[src/rtl/fc_pkg.sv]
package fc_pkg;
    typedef enum logic [2:0] {
        ST_IDLE   = 3'd0,
        ST_XOFF_A = 3'd1,
        ST_XOFF_B = 3'd2,
        ST_XON_A  = 3'd3,
        ST_XON_B  = 3'd4
    } fc_state_e;
endpackage

[src/rtl/fc_level_watch.sv]
module fc_level_watch #(
    parameter int LEVEL_W = 7
) (
    input  logic               enable,
    input  logic [LEVEL_W-1:0] level,
    input  logic [LEVEL_W-1:0] trig_hi,
    input  logic [LEVEL_W-1:0] trig_lo,
    output logic               want_xoff,
    output logic               want_xon
);
    always_comb begin
        want_xoff = enable && (level > trig_hi);
        want_xon  = enable && (level < trig_lo);
    end
endmodule

[src/rtl/fc_char_pick.sv]
module fc_char_pick
    import fc_pkg::*;
#(
    parameter int CHAR_W = 8
) (
    input  fc_state_e          state,
    input  logic [CHAR_W-1:0]  xon1,
    input  logic [CHAR_W-1:0]  xon2,
    input  logic [CHAR_W-1:0]  xoff1,
    input  logic [CHAR_W-1:0]  xoff2,
    output logic [CHAR_W-1:0]  data
);
    always_comb begin
        unique case (state)
            ST_XOFF_A: data = xoff1;
            ST_XOFF_B: data = xoff2;
            ST_XON_A:  data = xon1;
            ST_XON_B:  data = xon2;
            default:   data = '0;
        endcase
    end
endmodule

[src/rtl/flowctl_tx_gen.sv]
module flowctl_tx_gen
    import fc_pkg::*;
#(
    parameter int LEVEL_W = 7,
    parameter int CHAR_W  = 8
) (
    input  logic               clk,
    input  logic               rst_n,
    input  logic               enable,
    input  logic               double_mode,
    input  logic [LEVEL_W-1:0] rx_level,
    input  logic [LEVEL_W-1:0] trig_hi,
    input  logic [LEVEL_W-1:0] trig_lo,
    input  logic [CHAR_W-1:0]  xon1,
    input  logic [CHAR_W-1:0]  xon2,
    input  logic [CHAR_W-1:0]  xoff1,
    input  logic [CHAR_W-1:0]  xoff2,
    input  logic               fc_ack,
    output logic               fc_req,
    output logic [CHAR_W-1:0]  fc_data
);
    fc_state_e state_q, state_d;
    logic      stopped_q, stopped_d;
    logic      want_xoff, want_xon;
    logic      xfer;

    fc_level_watch #(.LEVEL_W(LEVEL_W)) u_watch (
        .enable    (enable),
        .level     (rx_level),
        .trig_hi   (trig_hi),
        .trig_lo   (trig_lo),
        .want_xoff (want_xoff),
        .want_xon  (want_xon)
    );

    fc_char_pick #(.CHAR_W(CHAR_W)) u_pick (
        .state (state_q),
        .xon1  (xon1),
        .xon2  (xon2),
        .xoff1 (xoff1),
        .xoff2 (xoff2),
        .data  (fc_data)
    );

    // Output process: the first byte is offered only while its condition holds
    always_comb begin
        unique case (state_q)
            ST_XOFF_A:           fc_req = want_xoff;
            ST_XON_A:            fc_req = want_xon;
            ST_XOFF_B, ST_XON_B: fc_req = enable;
            default:             fc_req = 1'b0;
        endcase
    end

    assign xfer = fc_req && fc_ack;

    // Next-state logic
    always_comb begin
        state_d   = state_q;
        stopped_d = stopped_q;
        if (!enable) begin
            state_d   = ST_IDLE;
            stopped_d = 1'b0;
        end else begin
            unique case (state_q)
                ST_IDLE: begin
                    if (!stopped_q && want_xoff)     state_d = ST_XOFF_A;
                    else if (stopped_q && want_xon)  state_d = ST_XON_A;
                end
                ST_XOFF_A: begin
                    if (!want_xoff) begin
                        state_d = ST_IDLE;
                    end else if (xfer) begin
                        if (double_mode) begin
                            state_d = ST_XOFF_B;
                        end else begin
                            state_d   = ST_IDLE;
                            stopped_d = 1'b1;
                        end
                    end
                end
                ST_XOFF_B: begin
                    if (xfer) begin
                        state_d   = ST_IDLE;
                        stopped_d = 1'b1;
                    end
                end
                ST_XON_A: begin
                    if (!want_xon) begin
                        state_d = ST_IDLE;
                    end else if (xfer) begin
                        if (double_mode) begin
                            state_d = ST_XON_B;
                        end else begin
                            state_d   = ST_IDLE;
                            stopped_d = 1'b0;
                        end
                    end
                end
                ST_XON_B: begin
                    if (xfer) begin
                        state_d   = ST_IDLE;
                        stopped_d = 1'b0;
                    end
                end
                default: state_d = ST_IDLE;
            endcase
        end
    end

    // State register
    always_ff @(posedge clk or negedge rst_n) begin
        if (!rst_n) begin
            state_q   <= ST_IDLE;
            stopped_q <= 1'b0;
        end else begin
            state_q   <= state_d;
            stopped_q <= stopped_d;
        end
    end
endmodule

[config.mk]
export PLATFORM = sky130hd
export DESIGN_NAME = flowctl_tx_gen
export DESIGN_NICKNAME = d
export VERILOG_FILES = /design/src/rtl/fc_pkg.sv /design/src/rtl/fc_level_watch.sv /design/src/rtl/fc_char_pick.sv /design/src/rtl/flowctl_tx_gen.sv
export SDC_FILE = /design/constraint.sdc
export NUM_CORES = 1
export LEC_CHECK = 0
export BUFFER_PORTS_ARGS = -buffer_cell sky130_fd_sc_hd__buf_2
export CELL_PAD_IN_SITES_DETAIL_PLACEMENT = 0
export CELL_PAD_IN_SITES_GLOBAL_PLACEMENT = 2
export CORE_MARGIN = 3
export CORE_UTILIZATION = 18
export DETAILED_ROUTE_END_ITERATION = 10
export PLACE_DENSITY = 0.83
export SYNTH_ARGS = -nofsm -noshare
export SYNTH_HDL_FRONTEND = slang
export SYNTH_SLANG_ARGS = --single-unit
[constraint.sdc]
create_clock -name clk -period 1.6 [get_ports clk]
set_input_delay 0.08 -clock clk [delete_from_list [all_inputs] [get_ports clk]]
set_output_delay 0.08 -clock clk [all_outputs]
set_load 0.02 [all_outputs]
==> results of run 1 <==
==> logic make-up (layout without fill, tap and decap cells) <==
group,Yosys count,count (layout),synth area share
AO/OA/AOI/OAI,40,40,0.319
adder cells (fa/ha/maj),13,13,0.177
buffers and inverters,23,111,0.0941
flip-flops,4,4,0.109
multiplexers,11,11,0.124
AND/OR/NAND/NOR,30,30,0.176
==> flip-flops by register name, indices dropped and copies added (netlist names) <==
name,count
state_q,3
stopped_q,1
==> path summary, 6_finish.rpt <==
kind	startpoint	to	slack [ns]	depth (start not counted)
worst min-delay path	rst_n	state_q[1]$_DFFE_PN0P_	0.20	2
worst max register to register	state_q[2]$_DFFE_PN0P_	state_q[2]$_DFFE_PN0P_	-0.13	5
max in group asynchronous	rst_n	state_q[0]$_DFFE_PN0P_	1.27	2
worst max-delay path	trig_hi[6]	fc_req	-0.16	11
worst min register to register	stopped_q$_DFFE_PN0P_	stopped_q$_DFFE_PN0P_	0.61	2
min in group clk	fc_ack	stopped_q$_DFFE_PN0P_	0.33	3
==> area by class of cell <==
type                       count  area, um2  area share
clock buffer                   3       41.3      0.0217
sequential                     4        104      0.0546
timing repair buffer          92        646       0.339
tap                           67       83.8      0.0440
multi-input combinational     94        948       0.498
inverter                      16       80.1      0.0421
==> synth_stat cells <==
library cell   n
nor2b_1        3
nand2_1        4
a211oi_1       2
a221o_2        1
o21ai_2        1
o22ai_2        1
or2_1          1
o21a_2         1
and3_2         1
o21bai_1       2
a22oi_1        8
a222oi_1       1
o21ai_0        5
a211o_1        1
clkbuf_1       7
ha_1          13
o2111a_1       1
nor2_1         6
nand2b_1       5
nand3b_1       1
inv_1         16
mux2_1         3
nand3_1        2
a21bo_2        1
nand4_1        2
a21oi_1        5
mux2i_1        8
a211oi_2       1
o22ai_1        8
and3_1         1
nor3_1         3
nor4b_1        1
a32oi_1        1
dfrtp_1        4
==> metal layers <==
layer / global-route usage / share of wire
met3: 0.0139 / 0.028
met4: 0.0214 / 0
met1: 0.132 / 0.42
met5: 0 / 0
met2: 0.192 / 0.55
==> power by group through the flow <==
stage / Clock (mW) / Sequential (mW) / Combinational, mW
floorplan: 0 / 0.154 / 0.791
global placement: 0 / 0.201 / 1.26
detailed placement: 0 / 0.199 / 1.26
CTS: 0.214 / 0.219 / 1.47
global route: 0.215 / 0.231 / 1.75
finish: 0.208 / 0.219 / 1.61
==> critical path, cell delays in order <==
cell and delay, ns:
buf_6 0.07, inv_4 0.03, ha_4 0.26, nand4_1 0.12, or2_1 0.24, o21a_2 0.13
a222oi_1 0.32, buf_4 0.20, buf_6 0.09, inv_2 0.03, buf_6 0.11
==> cells in the final DEF, fill, tap and decap left out, drive strengths merged, types with 5 or more instances in the layout <==
cell type / Yosys / final
inv: 16 / 16
o21ai: 6 / 6
a21oi: 5 / 5
mux2i: 8 / 8
nor2: 6 / 6
a22oi: 8 / 8
buf: 0 / 91
ha: 13 / 13
o22ai: 9 / 9
nand2b: 5 / 5
==> what timing repair did <==
action / 4_1_cts / 5_1_grt
hold endpoints to repair: 4 / 0
endpoints found under the setup margin: 13 / 13
resized for setup: 40 / 25
pin swaps: 13 / 13
hold buffers: 1 / 0
cloned: 0 / 0
setup buffers: 2 / 4
==> per-stage QoR <==
stage | TNS, ns | power, mW | util | hold WS, ns | std cells
2_1_floorplan | -0.537 | 0.945 | - | -0.216 | 121
3_3_place_gp | -2.50 | 1.46 | 0.322 | -0.112 | 267
3_5_place_dp | -2.85 | 1.46 | 0.322 | -0.108 | 267
4_1_cts | -0.787 | 1.90 | 0.369 | 0.202 | 273
5_1_grt | -1.42 | 2.19 | 0.395 | 0.214 | 276
6_report | -0.709 | 2.04 | 0.395 | 0.203 | 276
==> flow_summary.toml, run 1 <==
[floorplan]
rows = 25
chipHeight_um = 77.4
core_area_um2 = 4820
ios = 67
die_x_um = 77.4
initial_utilization = 0.190
dieArea_um2 = 5990

[finish]
diodes = 0
area_delta_synth_final_pct = 108
final_area_um2 = 1900
fill_cells = 518
drive_above_1_share = 0.670
fin_nets = 282

[timing]
setup_viol_count_final = 5
hold_viol = 0
rsz0062_at_grt = "yes"
fin_worst_skew_ns = 0.00116
period_share = 1.10
tightest_slew_ns = 0.329
final.setup.worst_slack_ns = -0.161
maxSlewHeadroom = 0.777
clock.fmax_mhz = 568
final-max-slew-violation-count = 0
min_period_ns = 1.76

[critical_path]
cp_max_fo = 3
required_ns = 1.52
cp-start-kind = "primary input"
end_kind = "primary output"
cp_data_arrival_time_ns = 1.68
critical_path_class = "in2out"

[yosys]
synthTopCellsByArea = "ha_1 (18%), dfrtp_1 (11%), mux2i_1 (8.7%), a22oi_1 (6.5%), inv_1 (6.5%)"
seq_area_frac_synth = 0.109
synthesis.nets = 192
avgSynthCellArea_um2 = 7.58
ys_ff_latch = 4
synthCells = 121
yosysUniqueCellTypes = 34
yosysTopAreaCell = "ha_1"
synthesis.area_um2 = 917
yosysWarningCount = 0
yosysTopAreaCellShare = 0.177

[power_and_ir_drop]
internal_power_mw = 1.18
p_leak_nw = 0.880
ir_worst_vdd_mv = 0.382
pwr-share-seq = 0.107
clkPwrFrac = 0.102
p_comb_frac = 0.791
powerDensity_nw_per_um2 = 1070
swShare = 0.420
switchingPower_uw = 857

[global_route]
grt_usage = 0.105
antenna_found_initial = 0
grt_max_degree = 9
grt_pass1_wl_mm = 5.31
grt_pass1_vias = 1206
grt-ovfl-total = 0

[place]
place_hpwl_mm = 2.60
gp_congestion = 0.774
pre_cts_ws_ns = -0.535
dpl_cell_area_um2 = 1550
io_buffer_count = 66

[detailed_routing]
drtIter0Drc = 28
routed_wl_mm = 3.23
vias = 1202
detail-route-antenna-nets = 0
drc_errors = 0
viasPerCell = 4.36
avgRoutedWirePerCell_um = 11.7
drt_pass1_iterations = 4

[clock_network]
cts_made_buffers = 3
clk_pin_slew_ns = 0.03
htree_levels = 1
cts.sinks = 4
tritoncts = "done"
clk_latency_ns = 0.21
clockRootBuffer = "clkbuf_8"
cts.path.max_buffers = 2

[flow_run]
drv_cap = 0

[hold_path]
min_path_type = "in2async"

[run_status]
violations = "negative setup slack"
status = "complete, but fails checks"
(Power assumes the default switching activity.)
==> inputs of run 2 (changes only) <==
CORE_ASPECT_RATIO = 2   (was default)
==> flow_summary.toml, run 2 (synthesis results as in run 1) <==
[run_status]
status = "complete, but fails checks"
violations = "negative setup slack"

[floorplan]
rows = 36
chipHeight_um = 107
dieArea_um2 = 6040
ios = 67
core_area_um2 = 4910
initial_utilization = 0.187
die_x_um = 56.5

[power_and_ir_drop]
powerDensity_nw_per_um2 = 1100
ir_worst_vdd_mv = 0.690
p_leak_nw = 0.940

[clock_network]
clk_latency_ns = 0.22
cts.path.max_buffers = 2
cts.sinks = 4
clk_pin_slew_ns = 0.03
clockRootBuffer = "clkbuf_8"
cts_made_buffers = 3
htree_levels = 1
tritoncts = "done"

[global_route]
met1_usage = 0.103
grt_pass1_wl_mm = 5.95
grt_pass1_vias = 1386
grt-ovfl-total = 0
antenna_found_initial = 0
busiest_layer = "met2"
grt_max_degree = 9
gr-usage-met2 = 0.268
grtUsageMet3 = 0.0229
grt_usage = 0.125

[finish]
fin_util = 0.409
drive_above_1_share = 0.721
fin_nets = 295
area_delta_synth_final_pct = 119
diodes = 0
fill_cells = 523
final_common_cell = "buf_2"
top_regs = "state_q: 3 flops, stopped_q: 1 flops"
final_area_um2 = 2010
final_cell_mix = "buf_2 (49), buf_4 (39), buf_6 (14)"
top_register = "state_q"
fin_cells = 279
largest_reg_flops = 3

[flow_run]
drv_cap = 0

[timing]
final.setup.worst_slack_ns = -0.176
period_share = 1.11
final-max-slew-violation-count = 0
hold_viol = 0
maxSlewHeadroom = 0.811
setup_viol_count_final = 13
tightest_slew_ns = 0.283
rsz0062_at_grt = "yes"
fin_worst_skew_ns = 0.00439
clock.fmax_mhz = 563
hold_ws_ns = 0.194
min_period_ns = 1.78

[detailed_routing]
drt_pass1_iterations = 4
routed_wl_mm = 3.74
avgRoutedWirePerCell_um = 13.4
drc_errors = 0
drtIter0Drc = 19
vias = 1306
viasPerCell = 4.68
detail-route-antenna-nets = 0

[critical_path]
r2r-start = "state_q[2]$_DFFE_PN0P_"
cp_data_arrival_time_ns = 1.88
r2r_end = "state_q[1]$_DFFE_PN0P_"
cp-start-kind = "flop"
r2r_cells = 6
critical_path_class = "reg2reg"
end_kind = "flop"
required_ns = 1.70
cp_max_fo = 7
r2r_slack_ns = -0.18

[place]
dpl.cell_count = 259
gp_congestion = 0.707
place_hpwl_mm = 2.89
dpl_cell_area_um2 = 1550
io_buffer_count = 66
pre_cts_ws_ns = -0.527

[hold_path]
min_path_type = "in2async"
-- run 2: worst max path at each step --
| stage | slack, ns | startpoint | to |
|---|---|---|---|
| floorplan | -0.18 | trig_hi[5] | state_q[1]$_DFFE_PN0P_ |
| global placement | -0.46 | trig_hi[5] | state_q[2]$_DFFE_PN0P_ |
| detailed placement | -0.53 | trig_hi[5] | state_q[1]$_DFFE_PN0P_ |
| CTS | -0.16 | rx_level[6] | fc_req |
| global route | -0.26 | rx_level[0] | fc_req |
| finish | -0.18 | state_q[2]$_DFFE_PN0P_ | state_q[1]$_DFFE_PN0P_ |
-- run 2: stage by stage --
stage | total power [mW] | TNS (ns)
after floorplan | 0.945 | -0.537
after global placement | 1.48 | -1.94
after detailed placement | 1.47 | -2.20
after CTS | 2.06 | -1.10
after global routing | 2.37 | -2.36
final | 2.21 | -1.30
-- run 2: final cells by class --
cell class,count,area (um2),share of cell area
Timing Repair Buffer,105,736,0.366
Inverter,16,80.1,0.0399
Clock buffer,3,41.3,0.0205
Tap cell,57,71.3,0.0355
Sequential cell,4,104,0.0517
Multi-Input combinational cell,94,977,0.486
-- run 2: routing by layer --
metal / vias to the layer above / wire (um)
met1: 578 / 1130
met2: 66 / 2230
met5: - / 0
li1: 654 / -
met3: 8 / 278
met4: 0 / 105
-- run 2: worst max-delay path, cell delays in order, from the launching register on --
cell and delay, ns:
dfrtp_2 0.45, nand2b_1 0.19, a21oi_2 0.20, a222oi_1 0.10
buf_4 0.17, o22ai_4 0.23, mux2_4 0.32
-- run 2: timing repair --
item / 4_1_cts / 5_1_grt
endpoints found under the setup margin: 13 / 13
hold buffers: 1 / 0
hold endpoints to repair: 4 / 0
buffers inserted: 10 / 7
pin swaps: 25 / 16
resized for setup: 48 / 27
-- run 2: power by group --
part           internal [mW]  leakage [nW]  switching, mW
clock network          0.161        0.0216         0.0585
logic                  0.966         0.871          0.814
registers              0.144        0.0478         0.0617
